[config.mk]
export PLATFORM = sky130hd
export DESIGN_NAME = cpu_seq
export DESIGN_NICKNAME = d
export VERILOG_FILES = /design/src/rtl/cpu_seq_pkg.sv /design/src/rtl/seq_decode.sv /design/src/rtl/seq_alu.sv /design/src/rtl/seq_regfile.sv /design/src/rtl/cpu_seq.sv
export SDC_FILE = /design/constraint.sdc
export NUM_CORES = 1
export LEC_CHECK = 0
export BUFFER_PORTS_ARGS = -buffer_cell sky130_fd_sc_hd__buf_4
export CAP_MARGIN = 20
export CORE_ASPECT_RATIO = 0.5
export CORE_MARGIN = 2
export CORE_UTILIZATION = 24
export DETAILED_ROUTE_END_ITERATION = 10
export PLACE_DENSITY_LB_ADDON = 0.2
export REMOVE_ABC_BUFFERS = 1
export SETUP_SLACK_MARGIN = 0.05
export SLEW_MARGIN = 0
export SYNTH_ARGS = -nofsm -noshare
export SYNTH_HDL_FRONTEND = slang
export SYNTH_SLANG_ARGS = --single-unit
[constraint.sdc]
create_clock -name clk -period 6 [get_ports clk]
set_clock_uncertainty 0.15 [all_clocks]
set_input_delay 0.3 -clock clk [delete_from_list [all_inputs] [get_ports clk]]
set_output_delay 0.3 -clock clk [all_outputs]
set_load 0.01 [all_outputs]
[src/rtl/cpu_seq_pkg.sv]
package cpu_seq_pkg;

    localparam int DATA_W    = 8;
    localparam int ADDR_W    = 8;
    localparam int INSTR_W   = 16;
    localparam int REG_CNT   = 4;
    localparam int RIDX_W    = $clog2(REG_CNT);
    localparam int FLAG_W    = 4;
    localparam int ZERO_BIT  = 3;

    typedef enum logic [2:0] {
        S_FETCH   = 3'd0,
        S_DECODE  = 3'd1,
        S_EXECUTE = 3'd2,
        S_MEMWAIT = 3'd3,
        S_WB      = 3'd4,
        S_HALT    = 3'd5
    } seq_state_e;

    typedef enum logic [3:0] {
        OP_NOP = 4'd0,
        OP_ADD = 4'd1,
        OP_SUB = 4'd2,
        OP_AND = 4'd3,
        OP_XOR = 4'd4,
        OP_LDI = 4'd5,
        OP_LD  = 4'd6,
        OP_ST  = 4'd7,
        OP_JMP = 4'd8,
        OP_BZ  = 4'd9,
        OP_BNZ = 4'd10,
        OP_HLT = 4'd15
    } opcode_e;

    typedef enum logic [1:0] {
        ALU_ADD = 2'd0,
        ALU_SUB = 2'd1,
        ALU_AND = 2'd2,
        ALU_XOR = 2'd3
    } alu_fn_e;

    typedef struct packed {
        alu_fn_e             alu_fn;
        logic                is_alu;
        logic                is_ldi;
        logic                is_ld;
        logic                is_st;
        logic                is_jmp;
        logic                is_bz;
        logic                is_bnz;
        logic                is_hlt;
        logic                wr_rd;
        logic [RIDX_W-1:0]   rd;
        logic [RIDX_W-1:0]   ra;
        logic [RIDX_W-1:0]   rb;
        logic [DATA_W-1:0]   imm;
    } ctrl_t;

    typedef struct packed {
        seq_state_e          st;
        logic [ADDR_W-1:0]   pc;
        logic [INSTR_W-1:0]  ir;
        logic [DATA_W-1:0]   op_a;
        logic [DATA_W-1:0]   op_b;
        logic [DATA_W-1:0]   result;
        logic [FLAG_W-1:0]   flags;
        logic [FLAG_W-1:0]   alu_flags;
    } seq_regs_t;

endpackage

[src/rtl/seq_decode.sv]
module seq_decode
    import cpu_seq_pkg::*;
(
    input  logic [INSTR_W-1:0] instr,
    output ctrl_t              ctl
);
    localparam int OPC_LSB = INSTR_W - 4;
    localparam int RD_LSB  = OPC_LSB - RIDX_W;
    localparam int RA_LSB  = RD_LSB - RIDX_W;
    localparam int RB_LSB  = RA_LSB - RIDX_W;

    logic [3:0] opc;

    always_comb begin
        opc        = instr[INSTR_W-1:OPC_LSB];
        ctl        = '0;
        ctl.rd     = instr[RD_LSB +: RIDX_W];
        ctl.ra     = instr[RA_LSB +: RIDX_W];
        ctl.rb     = instr[RB_LSB +: RIDX_W];
        ctl.imm    = instr[DATA_W-1:0];
        ctl.alu_fn = ALU_ADD;
        case (opc)
            OP_ADD: begin ctl.is_alu = 1'b1; ctl.wr_rd = 1'b1; ctl.alu_fn = ALU_ADD; end
            OP_SUB: begin ctl.is_alu = 1'b1; ctl.wr_rd = 1'b1; ctl.alu_fn = ALU_SUB; end
            OP_AND: begin ctl.is_alu = 1'b1; ctl.wr_rd = 1'b1; ctl.alu_fn = ALU_AND; end
            OP_XOR: begin ctl.is_alu = 1'b1; ctl.wr_rd = 1'b1; ctl.alu_fn = ALU_XOR; end
            OP_LDI: begin ctl.is_ldi = 1'b1; ctl.wr_rd = 1'b1; end
            OP_LD:  begin ctl.is_ld  = 1'b1; ctl.wr_rd = 1'b1; end
            OP_ST:  ctl.is_st  = 1'b1;
            OP_JMP: ctl.is_jmp = 1'b1;
            OP_BZ:  ctl.is_bz  = 1'b1;
            OP_BNZ: ctl.is_bnz = 1'b1;
            OP_HLT: ctl.is_hlt = 1'b1;
            default: ;
        endcase
    end

endmodule

[src/rtl/seq_alu.sv]
module seq_alu
    import cpu_seq_pkg::*;
#(
    parameter int DW = 8
) (
    input  alu_fn_e           fn,
    input  logic [DW-1:0]     a,
    input  logic [DW-1:0]     b,
    output logic [DW-1:0]     y,
    output logic [FLAG_W-1:0] flags
);
    logic carry;

    always_comb begin
        carry = 1'b0;
        case (fn)
            ALU_ADD: {carry, y} = {1'b0, a} + {1'b0, b};
            ALU_SUB: {carry, y} = {1'b0, a} - {1'b0, b};
            ALU_AND: y = a & b;
            default: y = a ^ b;
        endcase
        flags = {(y == '0), y[DW-1], carry, ^y};
    end

endmodule

[src/rtl/seq_regfile.sv]
module seq_regfile #(
    parameter int DW    = 8,
    parameter int NREGS = 4
) (
    input  logic                     clk,
    input  logic                     rst_n,
    input  logic                     wr_en,
    input  logic [$clog2(NREGS)-1:0] wr_idx,
    input  logic [DW-1:0]            wr_data,
    input  logic [$clog2(NREGS)-1:0] rd_idx_a,
    output logic [DW-1:0]            rd_data_a,
    input  logic [$clog2(NREGS)-1:0] rd_idx_b,
    output logic [DW-1:0]            rd_data_b
);
    localparam int IDX_W = $clog2(NREGS);

    logic [DW-1:0] regs_q [NREGS];

    always_ff @(posedge clk) begin
        for (int i = 0; i < NREGS; i++) begin
            if (!rst_n) begin
                regs_q[i] <= '0;
            end else if (wr_en && (wr_idx == IDX_W'(i))) begin
                regs_q[i] <= wr_data;
            end
        end
    end

    assign rd_data_a = regs_q[rd_idx_a];
    assign rd_data_b = regs_q[rd_idx_b];

endmodule

[src/rtl/cpu_seq.sv]
module cpu_seq
    import cpu_seq_pkg::*;
(
    input  logic                clk,
    input  logic                rst_n,
    output logic [ADDR_W-1:0]   imem_addr,
    output logic                imem_rd,
    input  logic [INSTR_W-1:0]  imem_data,
    output logic [ADDR_W-1:0]   bus_addr,
    output logic [DATA_W-1:0]   bus_wdata,
    output logic                bus_we,
    output logic                bus_re,
    input  logic [DATA_W-1:0]   bus_rdata,
    output logic                halted
);
    seq_regs_t          q, d;
    ctrl_t              ctl;
    logic [DATA_W-1:0]  rf_a, rf_b, alu_y;
    logic [FLAG_W-1:0]  alu_f;
    logic               rf_we;
    logic               take_br;

    seq_decode u_dec (
        .instr (q.ir),
        .ctl   (ctl)
    );

    seq_regfile #(.DW(DATA_W), .NREGS(REG_CNT)) u_rf (
        .clk       (clk),
        .rst_n     (rst_n),
        .wr_en     (rf_we),
        .wr_idx    (ctl.rd),
        .wr_data   (q.result),
        .rd_idx_a  (ctl.ra),
        .rd_data_a (rf_a),
        .rd_idx_b  (ctl.rb),
        .rd_data_b (rf_b)
    );

    seq_alu #(.DW(DATA_W)) u_alu (
        .fn    (ctl.alu_fn),
        .a     (q.op_a),
        .b     (q.op_b),
        .y     (alu_y),
        .flags (alu_f)
    );

    // Branch decision from the registered flag byte.
    assign take_br = ctl.is_jmp
                   | (ctl.is_bz  &  q.flags[ZERO_BIT])
                   | (ctl.is_bnz & ~q.flags[ZERO_BIT]);

    always_comb begin
        d         = q;
        bus_addr  = '0;
        bus_wdata = '0;
        bus_we    = 1'b0;
        bus_re    = 1'b0;
        rf_we     = 1'b0;
        case (q.st)
            S_FETCH: begin
                d.ir = imem_data;
                d.st = S_DECODE;
            end
            S_DECODE: begin
                d.op_a = rf_a;
                d.op_b = rf_b;
                d.st   = ctl.is_hlt ? S_HALT : S_EXECUTE;
            end
            S_EXECUTE: begin
                if (ctl.is_st) begin
                    bus_addr  = q.op_a;
                    bus_wdata = q.op_b;
                    bus_we    = 1'b1;
                end
                if (ctl.is_ld) begin
                    bus_addr = q.op_a;
                    bus_re   = 1'b1;
                    d.st     = S_MEMWAIT;
                end else begin
                    d.result    = ctl.is_ldi ? ctl.imm : alu_y;
                    d.alu_flags = alu_f;
                    d.st        = S_WB;
                end
            end
            S_MEMWAIT: begin
                // Request held so the registered-read memory returns now.
                bus_addr = q.op_a;
                bus_re   = 1'b1;
                d.result = bus_rdata;
                d.st     = S_WB;
            end
            S_WB: begin
                rf_we = ctl.wr_rd;
                if (ctl.is_alu) begin
                    d.flags = q.alu_flags;
                end
                d.pc = take_br ? ctl.imm : q.pc + ADDR_W'(1);
                d.st = S_FETCH;
            end
            S_HALT: d.st = S_HALT;
            default: d.st = S_HALT;
        endcase
    end

    always_ff @(posedge clk) begin
        if (!rst_n) begin
            q <= '0;
        end else begin
            q <= d;
        end
    end

    assign imem_addr = q.pc;
    assign imem_rd   = (q.st == S_FETCH);
    assign halted    = (q.st == S_HALT);

    // ---------------- assertions ----------------
    p_strobe_excl_r5: assert property (@(posedge clk) disable iff (!rst_n)
        !(bus_we && bus_re));

    p_idle_zero_r5: assert property (@(posedge clk) disable iff (!rst_n)
        !(bus_we || bus_re) |-> (bus_addr == '0 && bus_wdata == '0));

    p_we_single_r3: assert property (@(posedge clk) disable iff (!rst_n)
        bus_we |=> !bus_we);

    p_re_hold_r4: assert property (@(posedge clk) disable iff (!rst_n)
        (bus_re && q.st == S_EXECUTE) |=> (bus_re && $stable(bus_addr)));

    p_re_end_r4: assert property (@(posedge clk) disable iff (!rst_n)
        (bus_re && q.st == S_MEMWAIT) |=> !bus_re);

    p_ld_wait_r2: assert property (@(posedge clk) disable iff (!rst_n)
        (q.st == S_EXECUTE && ctl.is_ld) |=> (q.st == S_MEMWAIT));

    p_other_wb_r2: assert property (@(posedge clk) disable iff (!rst_n)
        (q.st == S_EXECUTE && !ctl.is_ld) |=> (q.st == S_WB));

    p_pc_step_r6: assert property (@(posedge clk) disable iff (!rst_n)
        (q.st == S_WB && !take_br) |=> (imem_addr == ADDR_W'($past(imem_addr) + 1)));

    p_halt_stay_r8: assert property (@(posedge clk) disable iff (!rst_n)
        halted |=> (halted && $stable(imem_addr)));

    p_halt_quiet_r8: assert property (@(posedge clk) disable iff (!rst_n)
        halted |-> (!imem_rd && !bus_we && !bus_re));

endmodule

==> reports/metrics.yaml <==
total_leakage_power_nw: 2.291
synth.top_cell.area_share: 0.2028
synthSimpleGateAreaFrac: 0.2490
vias: 4153
setup_viol_count_final: 0
cts_hold_buffers: 0
drt_drc_violations_left: 0
cts_made_buffers: 9
fin_util: 0.2849
period_minus_slack_ps: 3148
grt_first_pass_wirelength_um: 23610
clk_slew_on_worst_s_h_paths_ps: 70
drive_above_1_share: 0.1733
worstSetupEndpointType: "primary output"
synth.top_cells.by_area: "dfxtp_1, edfxtp_1, mux4_2"
synthCells: 570
final_antenna_net_count: 0
die_height_um: 108.4
post-dp-hpwl_um: 11430
groute.usage.overall: 0.1373
synth_warnings: 0
yosys-mux-area-fraction: 0.08443
most_common_cell_in_the_netlist: "nand2_1"
placement_rows: 38
clock_latency_late_sink_ps: 350
timing.final.hold_violations: 0
timing.critical_path.required_ps: 5550
tcrit_tclk_final: 0.5247
num_antenna_cells: 0
ir_drop_mv: 0.1365
hold_class: "input pin to flop"
clk_root_buffer_cell: "clkbuf_16"
final.setup.tns_ps: 0
pin_count_of_the_biggest_net_entering_global_routing: 61
number_of_enable_type_register_cells_in_the_synthesized_netlist: 32
die_area_um2: 23070
cp_data_arrival_time_ps: 2700
cts.sinks: 85
globalRoute.totalOverflow: 0
synth_sequential_area_ratio: 0.3865
first_global_vias: 3963
initial_utilization: 0.2429
globalplace.congestion: 0.8099
buffers_inserted_during_post_cts_setup_optimization: 0
critical_path.slowest_cell: "dfxtp_1"
timing.critical_path.slowest_cell_delay_ps: 810
fraction_of_the_mapped_netlist_area_in_compound_gates: 0.1756
core-area_um2: 21540
critPathKind: "flop to primary output"
io_buffers: 53
yosys.area_share.xor_xnor: 0.003348
final_net_count: 640
cts_tree: "yes"
design.portCount: 54
maxClockFrequency_ghz: 0.3177
ctsHtreeMaxLevel: 3
grt_setup_unrepaired: "no"
cap_violations: 0
yosysTopAreaCell: "dfxtp_1"
die_x_um: 212.8
timing_worst_slew_pin_value_ps: 855.1
wl_per_cell_um: 16.87
combinational_family_with_the_most_area_after_synthesis: "simple AND/OR/NAND/NOR gates"
cp_cell_sequence: "or3_1 -> clkinv_1 -> buf_4"
worst_setup_start_kind: "flop"
number_of_antenna_violations_at_the_first_check_in_global_routing: 0
crit_path_max_fanout: 24
detail_route.first_pass.iterations: 4
synth-adder-area-share: 0.04831
resize_count_post_cts: 0
max_slew_margin: 0.4252
synth_area_um2: 5231
cts_max_path_buffers: 2
timing_max_transition_violations_final: 0
async_flop_share: 0
synth_area_per_cell_um2: 9.178
starting_drc_count_in_detailed_routing: 296
ys_seq_elements: 85
postSynth.topFlopCell: "dfxtp_1"
synth.lib_cells_used.distinct: 67
post_drt_via_cell_ratio: 4.614
most_frequent_cells_after_synthesis: "nand2_1, and2_1, dfxtp_1"
syn2layout_area_growth_pct: 17.32
power_per_cell_area_nw_per_um2: 265.8
postRouteWirelength_um: 15180
path_delay_family: "buffers and inverters"
run_status: "finished clean"
critical_path.n_buffers_inverters: 2
## registers in the layout, summed over array words and instances, names as in the netlist
register,count
imem_addr,8
u_rf.regs_q,32
q,45
## worst paths after layout
kind / end / cells past startpoint / slack, ps / start
worst max register to register: u_rf.regs_q[2][5] / 6 / 3010 / q[56]
worst max-delay path: imem_rd / 3 / 2850 / q[56]
worst min register to register: q[42] / 2 / 350 / q[42]
worst min-delay path: q[33] / 3 / 60 / imem_data[1]
## cell families (layout without fill, tap and decap cells)
logic type | after synthesis | count (layout)
and+or+nand+nor | 247 | 247
AOI/OAI and AO/OA | 135 | 135
DFF | 85 | 85
buffers and inverters | 58 | 88
muxes | 24 | 24
adders and majority gates | 19 | 19
xor gates and xnor gates | 2 | 2
## placed cells by master (no fill, tap or decap), drive strengths merged, types with 3 or more instances in the layout
cell type   n
nand2      96
buf        57
and2       56
dfxtp      53
a21boi     35
o21ai      33
edfxtp     32
nor2       23
a21oi      20
ha         17
mux4       16
inv        16
nor3       12
clkbuf     12
nor2b      11
a31oi      10
nand2b      8
nor3b       8
mux2i       7
nand3       6
and3        5
o211ai      5
o21a        4
nor4        4
or3         3
nand3b      3
o211a       3
a221oi      3
a211oi      3
## layout make-up
cell class / count / area [µm²]
Clock buffer: 11 / 252.7
Clock inverter: 5 / 65.06
Fill cell: 2288 / 15400
Inverter: 14 / 52.55
Multi-Input combinational cell: 427 / 2938
Sequential cell: 85 / 2022
Tap cell: 300 / 375.4
Timing Repair Buffer: 58 / 431.7
## routing by layer
metal  GRT usage  wire (µm)  up-vias
li1            -          -     2072
met1      0.1986       7909     1984
met2      0.2042       6321       78
met3     0.02614        633       19
met4     0.04545        315        0
met5           0          0        -
## worst min-delay path, delay by kind of cell
kind	cells	cell delay, ps
AOI/OAI and AO/OA	1	60
buffers and inverters	1	110
and+or+nand+nor	1	40
## metrics by stage
step	setup slack, ps	total power, mW	instances	area, µm²	hold WS, ps
floorplan	3186	0.9224	526	5007	263.8
global placement	2653	1.050	879	5786	339.2
detailed placement	2623	1.049	880	5791	349.3
CTS	2591	1.651	896	6108	40.51
global route	2566	1.720	900	6137	47.24
finish	2852	1.631	900	6137	55.21
## power by group
part | switching (mW) | total [mW] | internal, mW
Sequential | 0.0768 | 0.713 | 0.637
Combinational | 0.182 | 0.324 | 0.142
Clock | 0.243 | 0.594 | 0.351
Total | 0.502 | 1.63 | 1.13
Note: power is estimated with default switching activity, not from simulation.
